**src/rtl/tc_pkg.sv**
```systemverilog
package tc_pkg;
  localparam logic [1:0] WSEL_CNT = 2'd0;
  localparam logic [1:0] WSEL_RLD = 2'd1;
  localparam logic [1:0] WSEL_FLG = 2'd2;
  typedef enum logic {MODE_CAPTURE = 1'b0, MODE_RELOAD = 1'b1} tc_mode_e;
endpackage

```
**src/rtl/tc_fall_sampler.sv**
```systemverilog
module tc_fall_sampler (
  input  logic clk_i,
  input  logic rst_ni,
  input  logic tick_i,
  input  logic pin_i,
  output logic fall_o
);
  logic samp_q;

  always_ff @(posedge clk_i or negedge rst_ni) begin
    if (!rst_ni)     samp_q <= 1'b0;
    else if (tick_i) samp_q <= pin_i;
  end

  // high sample on previous tick, low sample on this one
  assign fall_o = tick_i & samp_q & ~pin_i;

  AST_FALL_ONLY_ON_TICK: assert property (@(posedge clk_i) disable iff (!rst_ni)
    !tick_i |-> !fall_o);
endmodule

```
**src/rtl/tc_counter.sv**
```systemverilog
module tc_counter import tc_pkg::*; #(
  parameter int W = 16
) (
  input  logic         clk_i,
  input  logic         rst_ni,
  input  logic         tick_i,
  input  logic         run_i,
  input  tc_mode_e     mode_i,
  input  logic         cnt_sel_i,
  input  logic         edge_en_i,
  input  logic         down_en_i,
  input  logic         fall_cnt_i,
  input  logic         fall_aux_i,
  input  logic         aux_lvl_i,
  input  logic         wr_cnt_i,
  input  logic         wr_rld_i,
  input  logic [W-1:0] wr_data_i,
  output logic [W-1:0] cnt_o,
  output logic [W-1:0] cap_o,
  output logic         ovf_evt_o,
  output logic         ext_set_o,
  output logic         ext_tog_o
);
  localparam logic [W-1:0] MAX = '1;

  logic [W-1:0] cnt_q, cnt_d, cap_q, cap_d;
  logic step, up, roll, cap_evt, reload;

  assign reload  = (mode_i == MODE_RELOAD);
  assign step    = run_i & tick_i & (cnt_sel_i ? fall_cnt_i : 1'b1) & ~wr_cnt_i;
  assign up      = ~reload | ~down_en_i | aux_lvl_i;
  assign cap_evt = ~reload & edge_en_i & fall_aux_i;
  assign roll    = step & (up ? (cnt_q == MAX) : (cnt_q == cap_q));

  always_comb begin
    cnt_d = cnt_q;
    if (wr_cnt_i)  cnt_d = wr_data_i;
    else if (roll) cnt_d = !reload ? '0 : (up ? cap_q : MAX);
    else if (step) cnt_d = up ? cnt_q + 1'b1 : cnt_q - 1'b1;
  end

  always_comb begin
    cap_d = cap_q;
    if (cap_evt)       cap_d = cnt_q;
    else if (wr_rld_i) cap_d = wr_data_i;
  end

  always_ff @(posedge clk_i or negedge rst_ni) begin
    if (!rst_ni) begin
      cnt_q <= '0;
      cap_q <= '0;
    end else begin
      cnt_q <= cnt_d;
      cap_q <= cap_d;
    end
  end

  assign cnt_o     = cnt_q;
  assign cap_o     = cap_q;
  assign ovf_evt_o = roll;
  assign ext_set_o = cap_evt;
  assign ext_tog_o = roll & reload & down_en_i;

  AST_RUN_GATE: assert property (@(posedge clk_i) disable iff (!rst_ni)
    (!run_i && !wr_cnt_i) |=> $stable(cnt_q));
  AST_UP_RELOAD: assert property (@(posedge clk_i) disable iff (!rst_ni)
    (reload && up && run_i && tick_i && !wr_cnt_i && !cnt_sel_i && cnt_q == MAX)
      |=> cnt_q == $past(cap_q));
  AST_DOWN_WRAP: assert property (@(posedge clk_i) disable iff (!rst_ni)
    (reload && !up && run_i && tick_i && !wr_cnt_i && !cnt_sel_i && cnt_q == cap_q)
      |=> cnt_q == MAX);
  AST_CAPTURE: assert property (@(posedge clk_i) disable iff (!rst_ni)
    (!reload && edge_en_i && fall_aux_i) |=> cap_q == $past(cnt_q));
endmodule

```
**src/rtl/tc_flags.sv**
```systemverilog
module tc_flags (
  input  logic       clk_i,
  input  logic       rst_ni,
  input  logic       ovf_evt_i,
  input  logic       ext_set_i,
  input  logic       ext_tog_i,
  input  logic       wr_flg_i,
  input  logic [1:0] wr_data_i,
  output logic       ovf_o,
  output logic       ext_o
);
  logic ovf_q, ext_q, ovf_d, ext_d;

  // hardware events take precedence over software writes
  always_comb begin
    ovf_d = ovf_q;
    if (ovf_evt_i)     ovf_d = 1'b1;
    else if (wr_flg_i) ovf_d = wr_data_i[0];
    ext_d = ext_q;
    if (ext_set_i)      ext_d = 1'b1;
    else if (ext_tog_i) ext_d = ~ext_q;
    else if (wr_flg_i)  ext_d = wr_data_i[1];
  end

  always_ff @(posedge clk_i or negedge rst_ni) begin
    if (!rst_ni) begin
      ovf_q <= 1'b0;
      ext_q <= 1'b0;
    end else begin
      ovf_q <= ovf_d;
      ext_q <= ext_d;
    end
  end

  assign ovf_o = ovf_q;
  assign ext_o = ext_q;

  AST_OVF_STICKY: assert property (@(posedge clk_i) disable iff (!rst_ni)
    (ovf_q && !wr_flg_i) |=> ovf_q);
  AST_EXT_TOGGLE: assert property (@(posedge clk_i) disable iff (!rst_ni)
    (ext_tog_i && !ext_set_i) |=> ext_q != $past(ext_q));
endmodule

```
**src/rtl/cap_reload_timer.sv**
```systemverilog
module cap_reload_timer import tc_pkg::*; #(
  parameter int W = 16
) (
  input  logic         clk_i,
  input  logic         rst_ni,
  input  logic         tick_i,
  input  logic         run_i,
  input  logic         mode_i,
  input  logic         cnt_sel_i,
  input  logic         edge_en_i,
  input  logic         down_en_i,
  input  logic         cnt_pin_i,
  input  logic         aux_pin_i,
  input  logic         wr_en_i,
  input  logic [1:0]   wr_sel_i,
  input  logic [W-1:0] wr_data_i,
  output logic [W-1:0] count_o,
  output logic [W-1:0] cap_o,
  output logic         ovf_flag_o,
  output logic         ext_flag_o
);
  localparam int NPIN = 2;

  logic [NPIN-1:0] pins, falls;
  logic ovf_evt, ext_set, ext_tog;
  tc_mode_e mode;

  assign pins = {aux_pin_i, cnt_pin_i};
  assign mode = tc_mode_e'(mode_i);

  for (genvar g = 0; g < NPIN; g++) begin : g_samp
    tc_fall_sampler u_samp (
      .clk_i  (clk_i),
      .rst_ni (rst_ni),
      .tick_i (tick_i),
      .pin_i  (pins[g]),
      .fall_o (falls[g])
    );
  end

  tc_counter #(.W(W)) u_cnt (
    .clk_i      (clk_i),
    .rst_ni     (rst_ni),
    .tick_i     (tick_i),
    .run_i      (run_i),
    .mode_i     (mode),
    .cnt_sel_i  (cnt_sel_i),
    .edge_en_i  (edge_en_i),
    .down_en_i  (down_en_i),
    .fall_cnt_i (falls[0]),
    .fall_aux_i (falls[1]),
    .aux_lvl_i  (aux_pin_i),
    .wr_cnt_i   (wr_en_i && wr_sel_i == WSEL_CNT),
    .wr_rld_i   (wr_en_i && wr_sel_i == WSEL_RLD),
    .wr_data_i  (wr_data_i),
    .cnt_o      (count_o),
    .cap_o      (cap_o),
    .ovf_evt_o  (ovf_evt),
    .ext_set_o  (ext_set),
    .ext_tog_o  (ext_tog)
  );

  tc_flags u_flg (
    .clk_i     (clk_i),
    .rst_ni    (rst_ni),
    .ovf_evt_i (ovf_evt),
    .ext_set_i (ext_set),
    .ext_tog_i (ext_tog),
    .wr_flg_i  (wr_en_i && wr_sel_i == WSEL_FLG),
    .wr_data_i (wr_data_i[1:0]),
    .ovf_o     (ovf_flag_o),
    .ext_o     (ext_flag_o)
  );

  AST_RST_FLAGS: assert property (@(posedge clk_i) disable iff (!rst_ni)
    (wr_en_i && wr_sel_i == WSEL_FLG && wr_data_i[0] && !ovf_flag_o) |=> ovf_flag_o);
endmodule

```
**config.mk**
```make
export PLATFORM = sky130hd
export DESIGN_NAME = cap_reload_timer
export DESIGN_NICKNAME = d
export VERILOG_FILES = /design/src/rtl/tc_pkg.sv /design/src/rtl/tc_fall_sampler.sv /design/src/rtl/tc_counter.sv /design/src/rtl/tc_flags.sv /design/src/rtl/cap_reload_timer.sv
export SDC_FILE = /design/constraint.sdc
export NUM_CORES = 1
export LEC_CHECK = 0
export CAP_MARGIN = 20
export CORE_MARGIN = 1
export CORE_UTILIZATION = 55
export CTS_CLUSTER_SIZE = 10
export DETAILED_ROUTE_END_ITERATION = 10
export GPL_ROUTABILITY_DRIVEN = 0
export PLACE_DENSITY = 0.85
export SETUP_SLACK_MARGIN = 0.2
export SYNTH_ARGS = -nofsm -noshare
export SYNTH_HDL_FRONTEND = slang
export SYNTH_SLANG_ARGS = --single-unit
```
**constraint.sdc**
```tcl
create_clock -name clk_i -period 3.6 [get_ports clk_i]
set_input_delay 0.72 -clock clk_i [delete_from_list [all_inputs] [get_ports clk_i]]
set_output_delay 0.72 -clock clk_i [all_outputs]
set_load 0.02 [all_outputs]
```
== Yosys cells after proc, flatten, opt, wreduce, memory -nomap -nowiden ==
Cells that the tools add are included.
W data, S select, Z words.

* Register bits after elaboration: 36
* Input bits: 29
* Output and inout bits: 34
* Logic and storage cells: 55

* Add/subtract/negate cells: 2
* Equal/unequal tests: 4
* Multiplexer cells: 15
* Bitwise gates (word level): 20
* Reductions and logical operators: 8

{| class="wikitable"
|+ Operators with widths
! cell !! count
|-
| $mux W16 || 8
|-
| $add A16 B1 Y16 const B || 1
|-
| $eq A16 B16 Y1 || 1
|-
| $eq A16 B16 Y1 const B || 1
|-
| $sub A16 B1 Y16 const B || 1
|-
| $and A1 B1 Y1 || 12
|-
| $mux W1 || 7
|-
| $not A1 Y1 || 6
|-
| $reduce_bool A3 Y1 || 2
|-
| $reduce_bool A2 Y1 || 2
|-
| $logic_and A1 B1 Y1 || 3
|-
| $eq A2 B1 Y1 const B || 1
|-
| $eq A2 B2 Y1 const B || 1
|-
| $logic_not A2 Y1 || 1
|-
| $or A1 B1 Y1 || 2
|}

== Longest topological paths before layout ==
* Depth in word-level cells: 10
* Gate-level depth with buffers: 13
* Mapped depth without buffers: 10

== Hierarchy ==
From an unflattened synthesis, not the netlist that was laid out.

* Cells, all modules: 371
* Area total of the unflattened synthesis: 2996.6 um2

{| class="wikitable"
|+ Modules (own cells, without submodules)
! module !! instances !! cells each !! area each (um2)
|-
| tc_counter || 1 || 354 || 2775.2
|-
| tc_fall_sampler || 2 || 3 || 50.0
|-
| tc_flags || 1 || 8 || 91.3
|-
| cap_reload_timer || 1 || 3 || 30.0
|}

== Worst setup path before layout ==
No wires, ideal clock.

* Path type: input to register
* Start: input port aux_pin_i
* End: register u_cnt.cnt_q[12] (netlist: u_cnt.cnt_o[12])
* Library setup time: 0.149 ns
* Arrival: 3.313 ns
* Data required time: 3.451 ns
* Path slack: 0.138 ns
* Stages on the path: 13
* Path through: nand3b_1 clkbuf_1 clkbuf_1 buf_1 xnor2_1 ha_1 nor3_1 o211ai_1 or4_4 a22oi_2 a21oi_1 o21ai_0 a41oi_1

* Word-level cells in the longest chain between the ends: 5
* Elaborated cells on any way between the ends: 10
* Those cells by class: mux: 7; bitwise: 2; reduce/logical: 1

{| class="wikitable"
|+ Ends and longest elaborated chain
! element !! line !! RTL
|-
| start: declaration || cap_reload_timer.sv:13 || <nowiki>input logic aux_pin_i,</nowiki>
|-
| $or A1 B1 Y1 * || tc_counter.sv:31 || <nowiki>assign up = ~reload | ~down_en_i | aux_lvl_i;</nowiki>
|-
| $mux W16 (tied with other cells) (2 in series) || tc_counter.sv:39 || <nowiki>else if (step) cnt_d = up ? cnt_q + 1'b1 : cnt_q - 1'b1;</nowiki>
|-
| $mux W16 || tc_counter.sv:38 || <nowiki>else if (roll) cnt_d = !reload ? '0 : (up ? cap_q : MAX);</nowiki>
|-
| $mux W16 || tc_counter.sv:37 || <nowiki>if (wr_cnt_i) cnt_d = wr_data_i;</nowiki>
|-
| end signal: assignment || tc_counter.sv:53 || <nowiki>cnt_q <= cnt_d;</nowiki>
|-
| end: declaration || tc_counter.sv:26 || <nowiki>logic [W-1:0] cnt_q, cnt_d, cap_q, cap_d;</nowiki>
|}

Mark *: on every way between the ends. The rest lies on a longest branch, timed or not. The select of a mux whose other input is x is not followed.
A chain may end at the register's enable or synchronous reset.

== Final worst setup path ==
Ends and elaborated chain as after synthesis.

==> qor.csv <==
stage;metric;value;unit
die;effective utilization at floorplan;57.30;%
cts;clock tree from TritonCTS;done;
grt;initial antenna violation count;0;
placement;post-placement worst setup slack;0.2215;ns
grt;global-route wire length before repair;13.88;mm
pwr;Combinational Power Share;43.5;%
pwr;worst supply voltage drop on vdd;0.2733;mV
pwr;power density relative to cell area;455.8;nW/um^2
pwr;sw power;700.3;uW
placement;DP Area;3585;sq um
drt;DRC violation total after the first TritonRoute iteration;372;
sta;final critical path time including I/O delays and setup;3.098;ns
cells_and_area;ratio of cells with drive above 1 in the final layout;8.173;%
cts;hold-fix buffers at CTS;0;
yosys;Mean Syn Cell Area;8.047;sq um
sta;relative slew slack;44.14;%
drt;post-detailed-route via-to-cell ratio;6.436;
yosys;FF+latch count, synth;36;
yosys;Synth Flop Type;sky130_fd_sc_hd__dfrtp_1;
worst_setup_path;data required time of the worst path;3.74;ns
yosys;simple-gate share of the synthesized area;24.17;%
yosys;share of cell area taken by muxes after synthesis;8.624;%
yosys;sequential-to-total area share from yosys stat;30.59;%
yosys;Compound-Gate Fraction of Synth Area;25.15;%
status;result of the run;finished clean;
yosys;share of the synthesized netlist area taken by xor and xnor gates;3.271;%
drt;routed wirelength normalized by instance count;18.06;um
cts;post_cts resized;0;
grt;number of global-route vias before repair;2911;
die;CORE AREA;5140;sq um
placement;post-detail-place hpwl;6.196;mm
sta;Final Worst Setup Slack;0.5025;ns
cts;clock slew at reported path FFs;0.07;ns
cts;Root Buffer Master;sky130_fd_sc_hd__clkbuf_8;
worst_setup_path;crit path capture type;register;
die;floorplan die width;75.18;um
cts;total setup buffers inserted after CTS;0;
yosys;nets in the synthesized netlist;396;
drt;Final Routed Wirelength;8.778;mm
drt;routed length on met3;873;um
drt;drt drc;0;
cells_and_area;area grow syn2layout;24.34;%
sta;number of slew-limit violations in the final report;0;
cells_and_area;final net count;446;
sta;total negative setup slack;0;ns
sta;measured slew at the worst slew-check pin;0.8379;ns
pwr;portion of total power attributed to the clock network;16.6;%
die;height of the chip;75.18;um
yosys;proportion of synthesized flip-flops having asynchronous set or reset;100.0;%
yosys;Post-Synth Adder-Cell Area;0.4248;%
sta;RSZ-0062 raised after global routing;false;
yosys;count of cell types in the netlist;64;
cts;clock latency at the later pin of the worst-skew pair;0.29;ns
grt;Total GRT Usage;33.04;%
yosys;count of warnings emitted by yosys;0;
cts;Sink Count;36;
cts;Clock H-tree levels;2;
die;full die area;5652;sq um
worst_setup_path;crit path DAT;3.24;ns
worst_hold_path;type of the most critical hold path;reg2reg;
worst_setup_path;kind of start point of the critical path;input pin;
die;Placement Rows;26;
pwr;Power Internal;969.1;uW
sta;number of setup violations in the final report;0;
worst_setup_path;maximum fanout along the worst path;7;
pwr;static leakage;0.001520;uW
worst_setup_path;Crit Path Class;in2reg;
yosys;largest family of logic cells by synthesized area;compound AO/OA/AOI/OAI gates;
cells_and_area;Filler Cells Inserted;463;
die;number of I/O pins;63;
drt;Initial DRT Pass Iterations;5;
cts;number of CTS-inserted buffers;5;
sta;Tcrit/Tclk final;86.04;%
drt;M1 WL;3.611;mm
grt;overflow left after global routing;0;
drt;met2 wire length;4.126;mm
pwr;switching part of the total;41.95;%
yosys;number of enable-type register cells in the synthesized netlist;0;
pwr;Reg power frac;39.9;%
sta;Final Skew;0.002665;ns
placement;Port Buf Inserts;62;
yosys;Syn Inst Count;366;
cells_and_area;cell area after layout;3662;sq um
drt;number of vias after detailed routing;3128;
drt;Antenna Violating Nets Remaining;0;
grt;pin count of the biggest net entering global routing;37;
cts;CTS max path bufs;2;
run;number of maximum-capacitance violations;0;
sta;hold violation total from the final report;0;
sta;f_max;322.8;MHz
drt;DR top layer;met4;
yosys;combined area of all synthesized cells;2945;sq um
cells_and_area;final antenna diode count;0;
-- metrics by stage --
step,std cells,utilization (%),hold slack [ns],total power [uW]
after floorplan,366,-,0.4244,1079
after global placement,479,69.74,0.4929,1367
after detailed placement,479,69.74,0.4969,1383
after CTS,486,71.25,0.5118,1660
after global routing,486,71.25,0.5324,1759
final,486,71.25,0.5130,1669
-- final cells by class --
type	instances	area (sq um)	share of cell area [%]
tap	70	87.58	2.392
inverter	18	67.56	1.845
multi-input combinational	280	1815	49.57
sequential	36	900.9	24.60
clock buffer	6	72.57	1.982
clock inverter	1	5.005	0.1367
timing repair buffer	75	713.2	19.47
-- layout by cell type (no fill, tap or decap), types with 8 or more instances in the layout --
cell | netlist | routed
sky130_fd_sc_hd__clkdlybuf4s50_1 | 0 | 61
sky130_fd_sc_hd__o21ai_0 | 36 | 36
sky130_fd_sc_hd__dfrtp_1 | 36 | 36
sky130_fd_sc_hd__nand2_1 | 34 | 34
sky130_fd_sc_hd__a21oi_1 | 24 | 24
sky130_fd_sc_hd__mux2i_1 | 22 | 22
sky130_fd_sc_hd__nor2_1 | 18 | 18
sky130_fd_sc_hd__inv_1 | 18 | 18
sky130_fd_sc_hd__nand3_1 | 16 | 16
sky130_fd_sc_hd__buf_4 | 0 | 13
sky130_fd_sc_hd__and3_1 | 11 | 11
sky130_fd_sc_hd__xnor2_1 | 8 | 8
sky130_fd_sc_hd__nor3_1 | 8 | 8
-- state kept, by name (all words and copies together) (netlist names) --
signal / flops
u_cnt.cnt_o: 16
g_samp.u_samp.samp_q: 2
u_flg.ovf_o: 1
u_flg.ext_o: 1
u_cnt.cap_o: 16
-- critical path: stages --
cell and delay, ns:
sky130_fd_sc_hd__clkdlybuf4s50_1 0.49, sky130_fd_sc_hd__nand3b_1 0.23, sky130_fd_sc_hd__xnor2_1 0.15, sky130_fd_sc_hd__ha_1 0.29
sky130_fd_sc_hd__nor3_1 0.16, sky130_fd_sc_hd__o211ai_1 0.15, sky130_fd_sc_hd__or4_4 0.51, sky130_fd_sc_hd__a22oi_2 0.21
sky130_fd_sc_hd__a21oi_1 0.05, sky130_fd_sc_hd__o21ai_0 0.15, sky130_fd_sc_hd__a41oi_1 0.13
-- synth_stat cells (5+ instances only) --
| master | n | area (sq um) |
|---|---|---|
| sky130_fd_sc_hd__dfrtp_1 | 36 | 900.9 |
| sky130_fd_sc_hd__o21ai_0 | 36 | 180.2 |
| sky130_fd_sc_hd__nand2_1 | 34 | 127.6 |
| sky130_fd_sc_hd__a21oi_1 | 24 | 120.1 |
| sky130_fd_sc_hd__mux2i_1 | 22 | 220.2 |
| sky130_fd_sc_hd__clkbuf_1 | 18 | 67.56 |
| sky130_fd_sc_hd__inv_1 | 18 | 67.56 |
| sky130_fd_sc_hd__nor2_1 | 18 | 67.56 |
| sky130_fd_sc_hd__nand3_1 | 16 | 80.08 |
| sky130_fd_sc_hd__and3_1 | 11 | 68.82 |
| sky130_fd_sc_hd__buf_2 | 9 | 45.04 |
| sky130_fd_sc_hd__nor3_1 | 8 | 40.04 |
| sky130_fd_sc_hd__xnor2_1 | 8 | 70.07 |
| sky130_fd_sc_hd__nor2b_1 | 7 | 43.79 |
| sky130_fd_sc_hd__o22ai_1 | 7 | 43.79 |
| sky130_fd_sc_hd__o31ai_1 | 7 | 52.55 |
| sky130_fd_sc_hd__a31oi_1 | 5 | 31.28 |
-- layer usage --
metal,vias up,GRT usage (%)
met5,-,0
li1,1443,-
met3,21,5.221
met1,1464,43.79
met2,200,54.05
met4,0,13.58
-- cell families (layout without fill, tap and decap cells) --
logic type,Yosys count,count (layout)
simple gates,127,127
compound gates,116,116
buf+inv,50,100
flops,36,36
mux,25,25
xor+xnor,11,11
fa+ha+maj,1,1
-- power groups by stage --
stage / clock network [uW] / registers [uW] / logic, uW
after global placement: 0 / 662 / 704
final: 276 / 666 / 727
after CTS: 280 / 657 / 723
after detailed placement: 0 / 664 / 719
after global routing: 294 / 680 / 785
after floorplan: 0 / 674 / 405
-- final timing paths --
check                      slack, ns                 endpoint               startpoint  cells after the start
max                             0.50          u_cnt.cnt_o[12]                aux_pin_i                     11
min                             0.51  g_samp[0].u_samp.samp_q  g_samp[0].u_samp.samp_q                      1
max reg2reg                     0.98              u_flg.ext_o           u_cnt.cnt_o[3]                      8
min reg2reg                     0.51  g_samp[0].u_samp.samp_q  g_samp[0].u_samp.samp_q                      1
max in group asynchronous       2.54           u_cnt.cnt_o[0]                   rst_ni                      1
min in group asynchronous       0.53           u_cnt.cap_o[4]                   rst_ni                      1
(Power assumes the default switching activity.)
